File: src/rtl/sre_pkg.sv
package sre_pkg;

  typedef enum logic [1:0] {
    ST_IDLE  = 2'd0,
    ST_LOW   = 2'd1,
    ST_HIGH  = 2'd2,
    ST_LATCH = 2'd3
  } sre_state_e;

  // Number of bit positions in a byte: one latched update per position.
  localparam int unsigned COLS = 8;

  // Flat index of bit k of byte i inside the parallel input vector.
  function automatic int unsigned flat_pos(int unsigned byte_i, int unsigned bit_k);
    return byte_i * COLS + bit_k;
  endfunction

  // True when a phase timer has reached the final cycle of a phase of len cycles.
  function automatic logic phase_last(int unsigned tmr, int unsigned len);
    return tmr == (len - 1);
  endfunction

endpackage

File: src/rtl/sre_transpose.sv
module sre_transpose #(
  parameter int unsigned LINES = 16
) (
  input  logic [8*LINES-1:0] grp_data,
  input  logic [2:0]         col_idx,
  output logic [LINES-1:0]   col_word
);
  // Column col_idx of the byte matrix: bit col_idx of every byte.
  for (genvar i = 0; i < LINES; i++) begin : g_line
    logic [7:0] byte_v;
    assign byte_v      = grp_data[8*i +: 8];
    assign col_word[i] = byte_v[col_idx];
  end
endmodule

File: src/rtl/sre_sequencer.sv
module sre_sequencer
  import sre_pkg::*;
#(
  parameter int unsigned LINES    = 16,
  parameter int unsigned HALF_CYC = 2,
  localparam int unsigned BW      = $clog2(LINES),
  localparam int unsigned TW      = $clog2(2*HALF_CYC) + 1
) (
  input  logic          clk,
  input  logic          rst_n,
  input  logic          in_valid,
  output logic          accept,
  output sre_state_e    state,
  output logic [BW-1:0] bit_idx,
  output logic [2:0]    col_idx
);
  logic [TW-1:0] tmr;
  logic          lo_end, hi_end, lat_end;

  assign accept  = in_valid && (state == ST_IDLE);
  assign lo_end  = (state == ST_LOW)   && phase_last(int'(tmr), HALF_CYC);
  assign hi_end  = (state == ST_HIGH)  && phase_last(int'(tmr), HALF_CYC);
  assign lat_end = (state == ST_LATCH) && phase_last(int'(tmr), 2*HALF_CYC);

  always_ff @(posedge clk or negedge rst_n) begin
    if (!rst_n) begin
      state   <= ST_IDLE;
      tmr     <= '0;
      bit_idx <= '0;
      col_idx <= '0;
    end else begin
      unique case (state)
        ST_IDLE: begin
          tmr <= '0;
          if (accept) begin
            state   <= ST_LOW;
            bit_idx <= BW'(LINES-1);
            col_idx <= '0;
          end
        end
        ST_LOW: begin
          if (lo_end) begin
            tmr   <= '0;
            state <= ST_HIGH;
          end else begin
            tmr <= tmr + 1'b1;
          end
        end
        ST_HIGH: begin
          if (hi_end) begin
            tmr <= '0;
            if (bit_idx == '0) begin
              state <= ST_LATCH;
            end else begin
              bit_idx <= bit_idx - 1'b1;
              state   <= ST_LOW;
            end
          end else begin
            tmr <= tmr + 1'b1;
          end
        end
        ST_LATCH: begin
          if (lat_end) begin
            tmr <= '0;
            if (col_idx == 3'd7) begin
              state <= ST_IDLE;
            end else begin
              col_idx <= col_idx + 1'b1;
              bit_idx <= BW'(LINES-1);
              state   <= ST_LOW;
            end
          end else begin
            tmr <= tmr + 1'b1;
          end
        end
        default: state <= ST_IDLE;
      endcase
    end
  end
endmodule

File: src/rtl/sre_pin_stage.sv
module sre_pin_stage
  import sre_pkg::*;
(
  input  logic       clk,
  input  logic       rst_n,
  input  sre_state_e state,
  input  logic       cur_bit,
  output logic       ser_data,
  output logic       sh_clk,
  output logic       lat_clk,
  output logic       done
);
  // Every pin is delayed by the same single register, so the relative
  // timing of state phases is kept exactly at the pins.
  always_ff @(posedge clk or negedge rst_n) begin
    if (!rst_n) begin
      ser_data <= 1'b0;
      sh_clk   <= 1'b0;
      lat_clk  <= 1'b0;
      done     <= 1'b0;
    end else begin
      ser_data <= ((state == ST_LOW) || (state == ST_HIGH)) ? cur_bit : 1'b0;
      sh_clk   <= (state == ST_HIGH);
      lat_clk  <= (state == ST_LATCH);
      done     <= lat_clk && (state != ST_LATCH);
    end
  end
endmodule

File: src/rtl/sre_expander.sv
module sre_expander
  import sre_pkg::*;
#(
  parameter int unsigned LINES    = 16,
  parameter int unsigned HALF_CYC = 2
) (
  input  logic               clk,
  input  logic               rst_n,
  input  logic               in_valid,
  output logic               in_ready,
  input  logic [8*LINES-1:0] in_data,
  output logic               done,
  output logic               ser_data,
  output logic               sh_clk,
  output logic               lat_clk
);
  localparam int unsigned BW = $clog2(LINES);

  sre_state_e        state;
  logic              accept;
  logic [BW-1:0]     bit_idx;
  logic [2:0]        col_idx;
  logic [8*LINES-1:0] grp_q;
  logic [LINES-1:0]  col_word;
  logic              cur_bit;

  assign in_ready = (state == ST_IDLE);

  always_ff @(posedge clk or negedge rst_n) begin
    if (!rst_n)      grp_q <= '0;
    else if (accept) grp_q <= in_data;
  end

  sre_sequencer #(.LINES(LINES), .HALF_CYC(HALF_CYC)) u_seq (
    .clk     (clk),
    .rst_n   (rst_n),
    .in_valid(in_valid),
    .accept  (accept),
    .state   (state),
    .bit_idx (bit_idx),
    .col_idx (col_idx)
  );

  sre_transpose #(.LINES(LINES)) u_tp (
    .grp_data(grp_q),
    .col_idx (col_idx),
    .col_word(col_word)
  );

  assign cur_bit = col_word[bit_idx];

  sre_pin_stage u_pins (
    .clk     (clk),
    .rst_n   (rst_n),
    .state   (state),
    .cur_bit (cur_bit),
    .ser_data(ser_data),
    .sh_clk  (sh_clk),
    .lat_clk (lat_clk),
    .done    (done)
  );
endmodule

File: config.mk
export PLATFORM = sky130hd
export DESIGN_NAME = sre_expander
export DESIGN_NICKNAME = d
export VERILOG_FILES = /design/src/rtl/sre_pkg.sv /design/src/rtl/sre_transpose.sv /design/src/rtl/sre_sequencer.sv /design/src/rtl/sre_pin_stage.sv /design/src/rtl/sre_expander.sv
export SDC_FILE = /design/constraint.sdc
export NUM_CORES = 1
export LEC_CHECK = 0
export BUFFER_PORTS_ARGS = -buffer_cell sky130_fd_sc_hd__buf_2
export CAP_MARGIN = 15
export CORE_MARGIN = 8
export CORE_UTILIZATION = 34
export DETAILED_ROUTE_END_ITERATION = 16
export REMOVE_ABC_BUFFERS = 1
export SLEW_MARGIN = 15
export SYNTH_ARGS = -nofsm -noshare
export SYNTH_HDL_FRONTEND = slang
export SYNTH_SLANG_ARGS = --single-unit
File: constraint.sdc
create_clock -name clk -period 2.8 [get_ports clk]
set_input_delay 0.56 -clock clk [delete_from_list [all_inputs] [get_ports clk]]
set_output_delay 0.56 -clock clk [all_outputs]
set_load 0.1 [all_outputs]
==> impl_metrics.csv, run 1 <==
group,metric,value,unit
worst_setup_path,cp_max_fo,19,
power_and_ir_drop,combPwrFrac,3.3,%
sta,fin_crit,2490,ps
sta,whs,150,ps
routing,viasPerCell,4.78,
routing,drt.antenna.violating_nets,0,
routing,routed_wl,15.7,mm
power_and_ir_drop,p_clk_share,48.2,%
synth,yosysUniqueCellTypes,38,
clock_tree,tritoncts,"built",
worst_hold_path,min_path_type,"in2async",
floorplan,die_x,157,um
worst_setup_path,end_kind,"flop",
worst_setup_path,reg2regPathDepth,6,
finish,nets,718,
synth,yosys_warnings,0,
finish,diodes,0,
worst_setup_path,crit_arrival,2800,ps
worst_setup_path,critPathLaunchType,"flop",
worst_setup_path,rr_endpoint,"u_pins.ser_data",
floorplan,num_rows,51,
global_routing,grt_max_degree,85,
place,io_buffers,135,
clock_tree,cts_root_buffer,"clkbuf_16",
sta,drv_slew,0,
place,gp_congestion,0.783,
worst_setup_path,required,3110,ps
global_routing,first_global_vias,4755,
clock_tree,insertion_delay,410,ps
routing,drc,0,
routing,vias,4070,
sta,maxSlewHeadroom,55.8,%
floorplan,core-area,19400,um^2
routing,wl_per_cell,18.4,um
synth,ys_ff_latch,144,
sta,timing.fmax,402,MHz
synth,synth_edf_count,0,
global_routing,gr-usage-all-layers,13.5,%
power_and_ir_drop,p_leak,4.16,nW
synth,netlist_instances,441,
routing,drtPass1Iterations,4,
outcome,outcome,"complete, no violations",
synth,synth_top_area_cell,"dfrtp_1",
sta,setup-tns-final,0,ps
finish,drive_above_1_share,56.9,%
finish,final_util,42.4,%
clock_tree,path_clk_slew,60,ps
floorplan,dieArea,24500,um^2
sta,finClkSkew,9.10,ps
clock_tree,h-tree-depth,4,
clock_tree,cts_resized,0,
floorplan,ios,136,
place,place_inst,821,
synth,synthTopCellsByCount,"144 x dfrtp_1, 132 x mux2_2, 24 x mux4_2",
power_and_ir_drop,ir_drop,0.404,mV
place,hpwlAfterDp,11.5,mm
floorplan,die_h,157,um
global_routing,antenna_found_initial,0,
sta,finalHoldViolCount,0,
synth,synthArstFlopShare,100,%
worst_setup_path,r2r_slack,310,ps
sta,rsz0062_at_grt,"no",
synth,ys_seq_area_share,53.6,%
sta,tightest_slew,663,ps
flow_run,maxCapViolCount,0,
finish,syn_to_final_growth,22.3,%
power_and_ir_drop,switching_share,21.2,%
sta,setup_viol,0,
synth,synth.cell_area,6720,um^2
clock_tree,clockBufferDepth,2,
power_and_ir_drop,power_frac_seq,48.5,%
worst_setup_path,path_class,"reg2reg",
clock_tree,postCtsSetupRepairBufs,0,
global_routing,grt_pass1_wl,25.6,mm
finish,final_cell_area,8220,um^2
synth,yosys.cell_count.top_type,"dfrtp_1",
power_and_ir_drop,p_int,0.00339,W
power_and_ir_drop,p_sw,0.000909,W
global_routing,overflow,0,
worst_setup_path,timing.rr.start,"u_seq.col_idx[0]",
clock_tree,cts_hold_buf,0,
synth,synth.area.top_cells,"dfrtp_1 54%, mux2_2 22%, mux4_2 8.0%",
floorplan,start_util,34.6,%
clock_tree,cts_buffers,17,
routing,drtIter0Drc,152,
finish,fill_cells,1831,
power_and_ir_drop,power_density,523,nW/um^2
synth,ys.flop_type,"dfrtp_1",
synth,synth_area_per_cell,15.2,um^2
place,postPlaceCellArea,7680,um^2
synth,netlist.area_leader.share,53.6,%
finish,stdcell_count,852,
sta,finalCritPeriodShare,88.8,%
clock_tree,numClockSinks,144,
## metal layers
layer / up-vias / share of wire, % / track usage (%)
met5: - / 0 / 0
met4: 0 / 1.2 / 4.03
met3: 13 / 5.0 / 4.74
met2: 92 / 49 / 21.9
met1: 2069 / 44 / 16.7
li1: 1896 / - / -
## power by group through the flow
stage	logic [W]	clock network (W)	registers [W]
2_1_floorplan	0.00000201	0	0.00212
3_3_place_gp	0.000148	0	0.00212
3_5_place_dp	0.000149	0	0.00212
4_1_cts	0.000150	0.00213	0.00208
5_1_grt	0.000163	0.00223	0.00208
6_report	0.000143	0.00207	0.00208
## placed cells by master (no fill, tap or decap), types with 2 or more instances in the layout
cell type,instances
clkinv_4,2
nor2_1,12
a31oi_2,2
a21oi_1,6
nor2b_1,2
nand2_1,8
clkbuf_1,3
nand2b_1,5
mux4_2,24
nand3_1,5
buf_4,4
ha_1,12
mux2_2,132
mux2i_1,18
dfrtp_2,3
nor3_1,2
buf_2,134
o21ai_0,6
buf_12,4
clkinvlp_4,3
dfrtp_1,141
mux4_1,6
clkbuf_16,17
a31oi_1,4
clkinv_2,4
inv_1,9
## critical path, cell delays in order (launching register included)
cell and delay [ps]:
dfrtp_2 770, buf_4 280, mux4_2 520, a221o_1 320, a31oi_2 170, nor2_1 70, a221oi_2 240
## cell families (layout without fill, tap and decap cells)
logic type,count (synthesis),in the layout,share of synthesized area (%)
simple gates,40,40,2.87
fa+ha+maj,12,12,2.23
buf+inv,37,183,3.13
mux,180,180,35.2
flops,144,144,53.6
compound gates,28,28,2.92
## per-stage QoR
step	power, W	setup WS (ps)
after floorplan	0.00212	-2130
after global routing	0.00447	118
after detailed placement	0.00227	309
after CTS	0.00436	289
after global placement	0.00227	342
final	0.00430	313
## worst max path at each step
| stage | slack (ps) | from | endpoint | cells past startpoint |
|---|---|---|---|---|
| 5_1_grt | 120 | u_seq.col_idx[0] | u_seq.bit_idx[2] | 9 |
| 3_3_place_gp | 340 | u_seq.col_idx[0] | u_pins.ser_data | 7 |
| 6_report | 310 | u_seq.col_idx[0] | u_pins.ser_data | 6 |
| 2_1_floorplan | -2130 | u_seq.state[0] | grp_q[0] | 4 |
| 4_1_cts | 290 | u_seq.col_idx[0] | u_pins.ser_data | 6 |
| 3_5_place_dp | 310 | u_seq.col_idx[0] | u_pins.ser_data | 6 |
## state kept, by name, summed over array words and instances (netlist names)
name             count
u_pins.done          1
u_seq.state          2
u_seq.bit_idx        4
u_pins.lat_clk       1
u_seq.tmr            3
grp_q              128
u_pins.ser_data      1
u_seq.col_idx        3
u_pins.sh_clk        1
## area by class of cell
cell class / instances / area, um^2 / share of cell area, %
clock inverters: 10 / 90.1 / 1.10
flip-flops and latches: 144 / 3610 / 43.9
clock buffers: 21 / 450 / 5.48
inverters: 9 / 33.8 / 0.411
well taps: 265 / 332 / 4.04
repair buffers: 143 / 792 / 9.64
multi-input cells: 260 / 2910 / 35.4
Power figures use the tool's default switching activity.
==> run 2: changes to the inputs <==
--- a/config.mk
+++ b/config.mk
@@ -6,10 +6,11 @@
 export NUM_CORES = 1
 export LEC_CHECK = 0
 export BUFFER_PORTS_ARGS = -buffer_cell sky130_fd_sc_hd__buf_2
-export CAP_MARGIN = 15
+export CAP_MARGIN = 10
 export CORE_MARGIN = 8
 export CORE_UTILIZATION = 34
 export DETAILED_ROUTE_END_ITERATION = 16
+export PLACE_DENSITY = 0.52
 export REMOVE_ABC_BUFFERS = 1
 export SLEW_MARGIN = 15
 export SYNTH_ARGS = -nofsm -noshare
==> run 2 against run 1 <==
Clock skew barely moved. Via count rose by 0.47%. Cell area rose by 1.2%. Worst hold slack got worse by 48 ps. Sequential power barely moved. Critical path depth rose by 3. Register-to-register slack improved by 70 ps. Critical path type unchanged.
==> impl_metrics.csv, run 2 (synthesized netlist as in run 1, its figures left out) <==
group,metric,value,unit
worst_setup_path,r2r_slack,380,ps
finish,largest_reg_flops,128,
flow_run,maxCapViolCount,0,
routing,drtIter0Drc,165,
floorplan,ios,136,
finish,drive_above_1_share,57.4,%
global_routing,first_global_vias,4742,
global_routing,gr-usage-all-layers,13.8,%
finish,diodes,0,
worst_setup_path,slowest_delay,570,ps
worst_setup_path,path_buf_inv,1,
worst_setup_path,reg2regPathDepth,9,
floorplan,dieArea,24500,um^2
finish,final_common_cell,"dfrtp_1",
sta,setup-tns-final,0,ps
clock_tree,cts_root_buffer,"clkbuf_16",
sta,finalCritPeriodShare,86.3,%
place,gp_congestion,0.773,
clock_tree,postCtsSetupRepairBufs,0,
finish,largest_register,"grp_q",
clock_tree,path_clk_slew,60,ps
global_routing,antenna_found_initial,0,
worst_setup_path,cp_slowest_cell,"dfrtp_2",
clock_tree,h-tree-depth,4,
worst_setup_path,critPathLaunchType,"flop",
finish,syn_to_final_growth,23.8,%
clock_tree,cts_resized,0,
worst_setup_path,path_class,"reg2reg",
floorplan,die_h,157,um
clock_tree,numClockSinks,144,
worst_setup_path,cp_max_fo,12,
finish,layout_common_cells,"141 x dfrtp_1, 134 x buf_2, 132 x mux2_2, 24 x mux4_2, 18 x mux2i_1",
power_and_ir_drop,power_density,553,nW/um^2
global_routing,overflow,0,
place,hpwlAfterDp,11.8,mm
floorplan,core-area,19400,um^2
sta,whs,102,ps
clock_tree,cts_buffers,17,
sta,drv_slew,0,
worst_setup_path,crit_arrival,2700,ps
finish,top_regs,"grp_q: 128 flops, u_seq.bit_idx: 4 flops",
floorplan,num_rows,51,
global_routing,grt_pass1_wl,25.7,mm
finish,stdcell_count,856,
place,place_inst,824,
clock_tree,tritoncts,"built",
routing,drc,0,
worst_setup_path,required,3080,ps
worst_hold_path,min_path_type,"in2async",
finish,nets,721,
worst_setup_path,critical_path.top_delay_family,"simple AND/OR/NAND/NOR gates",
floorplan,die_x,157,um
worst_setup_path,cp_num_cells,9,
sta,maxSlewHeadroom,62.2,%
place,io_buffers,135,
sta,timing.fmax,414,MHz
outcome,outcome,"complete, no violations",
routing,routed_wl,16.0,mm
routing,vias,4089,
power_and_ir_drop,ir_drop,0.430,mV
routing,drtPass1Iterations,4,
sta,rsz0062_at_grt,"no",
sta,fin_crit,2420,ps
sta,finClkSkew,9.04,ps
worst_setup_path,end_kind,"flop",
routing,wl_per_cell,18.7,um
routing,drt.antenna.violating_nets,0,
global_routing,grt_max_degree,61,
sta,finalHoldViolCount,0,
clock_tree,insertion_delay,420,ps
floorplan,start_util,34.6,%
clock_tree,cts_hold_buf,0,
routing,viasPerCell,4.78,
power_and_ir_drop,p_leak,4.21,nW
clock_tree,clockBufferDepth,2,
sta,tightest_slew,566,ps
sta,setup_viol,0,
worst_setup_path,crit_chain,"buf_4 > ha_1 > ha_1 > nand2b_1 > a21oi_1 > and3_1 > nand3_1 > o21ai_0 > a21oi_1",
-- run 2: per-stage QoR --
stage / cell area [um^2] / worst slack, ps / util (%) / total power (W)
after floorplan: 6540 / -2130 / - / 0.00212
after global placement: 7700 / 355 / 39.7 / 0.00227
after detailed placement: 7700 / 336 / 39.7 / 0.00227
after CTS: 8320 / 315 / 42.9 / 0.00467
after global routing: 8320 / 171 / 42.9 / 0.00479
final: 8320 / 383 / 42.9 / 0.00460
-- run 2: worst paths after layout --
kind / start / to
min in group clk: in_data[108] / grp_q[108]
worst min register to register: u_seq.tmr[0] / u_seq.tmr[0]
worst min-delay path: rst_n / grp_q[79]
worst max-delay path: u_seq.col_idx[0] / u_seq.bit_idx[2]
worst max register to register: u_seq.col_idx[0] / u_seq.bit_idx[2]
max in group asynchronous: rst_n / grp_q[23]
-- run 2: per-layer routing --
metal | vias to the layer above | GRT usage [%] | part of all wire, %
met2 | 108 | 21.4 | 47
met1 | 2060 | 18.0 | 47
met5 | - | 0 | 0
li1 | 1909 | - | -
met4 | 0 | 3.71 | 0.96
met3 | 12 | 4.61 | 4.7
-- run 2: layout make-up --
cell class / count / area, um^2
Sequential cell: 144 / 3610
Inverter: 9 / 33.8
Fill cell: 1828 / 11100
Clock inverter: 13 / 188
Timing Repair Buffer: 146 / 815
Multi-Input combinational cell: 260 / 2910
Tap cell: 265 / 332
Clock buffer: 19 / 433
-- run 2: worst register-to-register path: stages, from the launching register on --
cell and delay, ps:
dfrtp_2 570, buf_4 280, ha_1 220, ha_1 180
nand2b_1 140, a21oi_1 210, and3_1 370, nand3_1 110
o21ai_0 100, a21oi_1 100
-- run 2: where the power goes --
| group | switching [W] | internal [W] | total (W) |
|---|---|---|---|
| combinational | 0.0000767 | 0.0000703 | 0.000147 |
| clock | 0.000879 | 0.00149 | 0.00237 |
| sequential | 0 | 0.00208 | 0.00208 |
| total | 0.000956 | 0.00364 | 0.00460 |
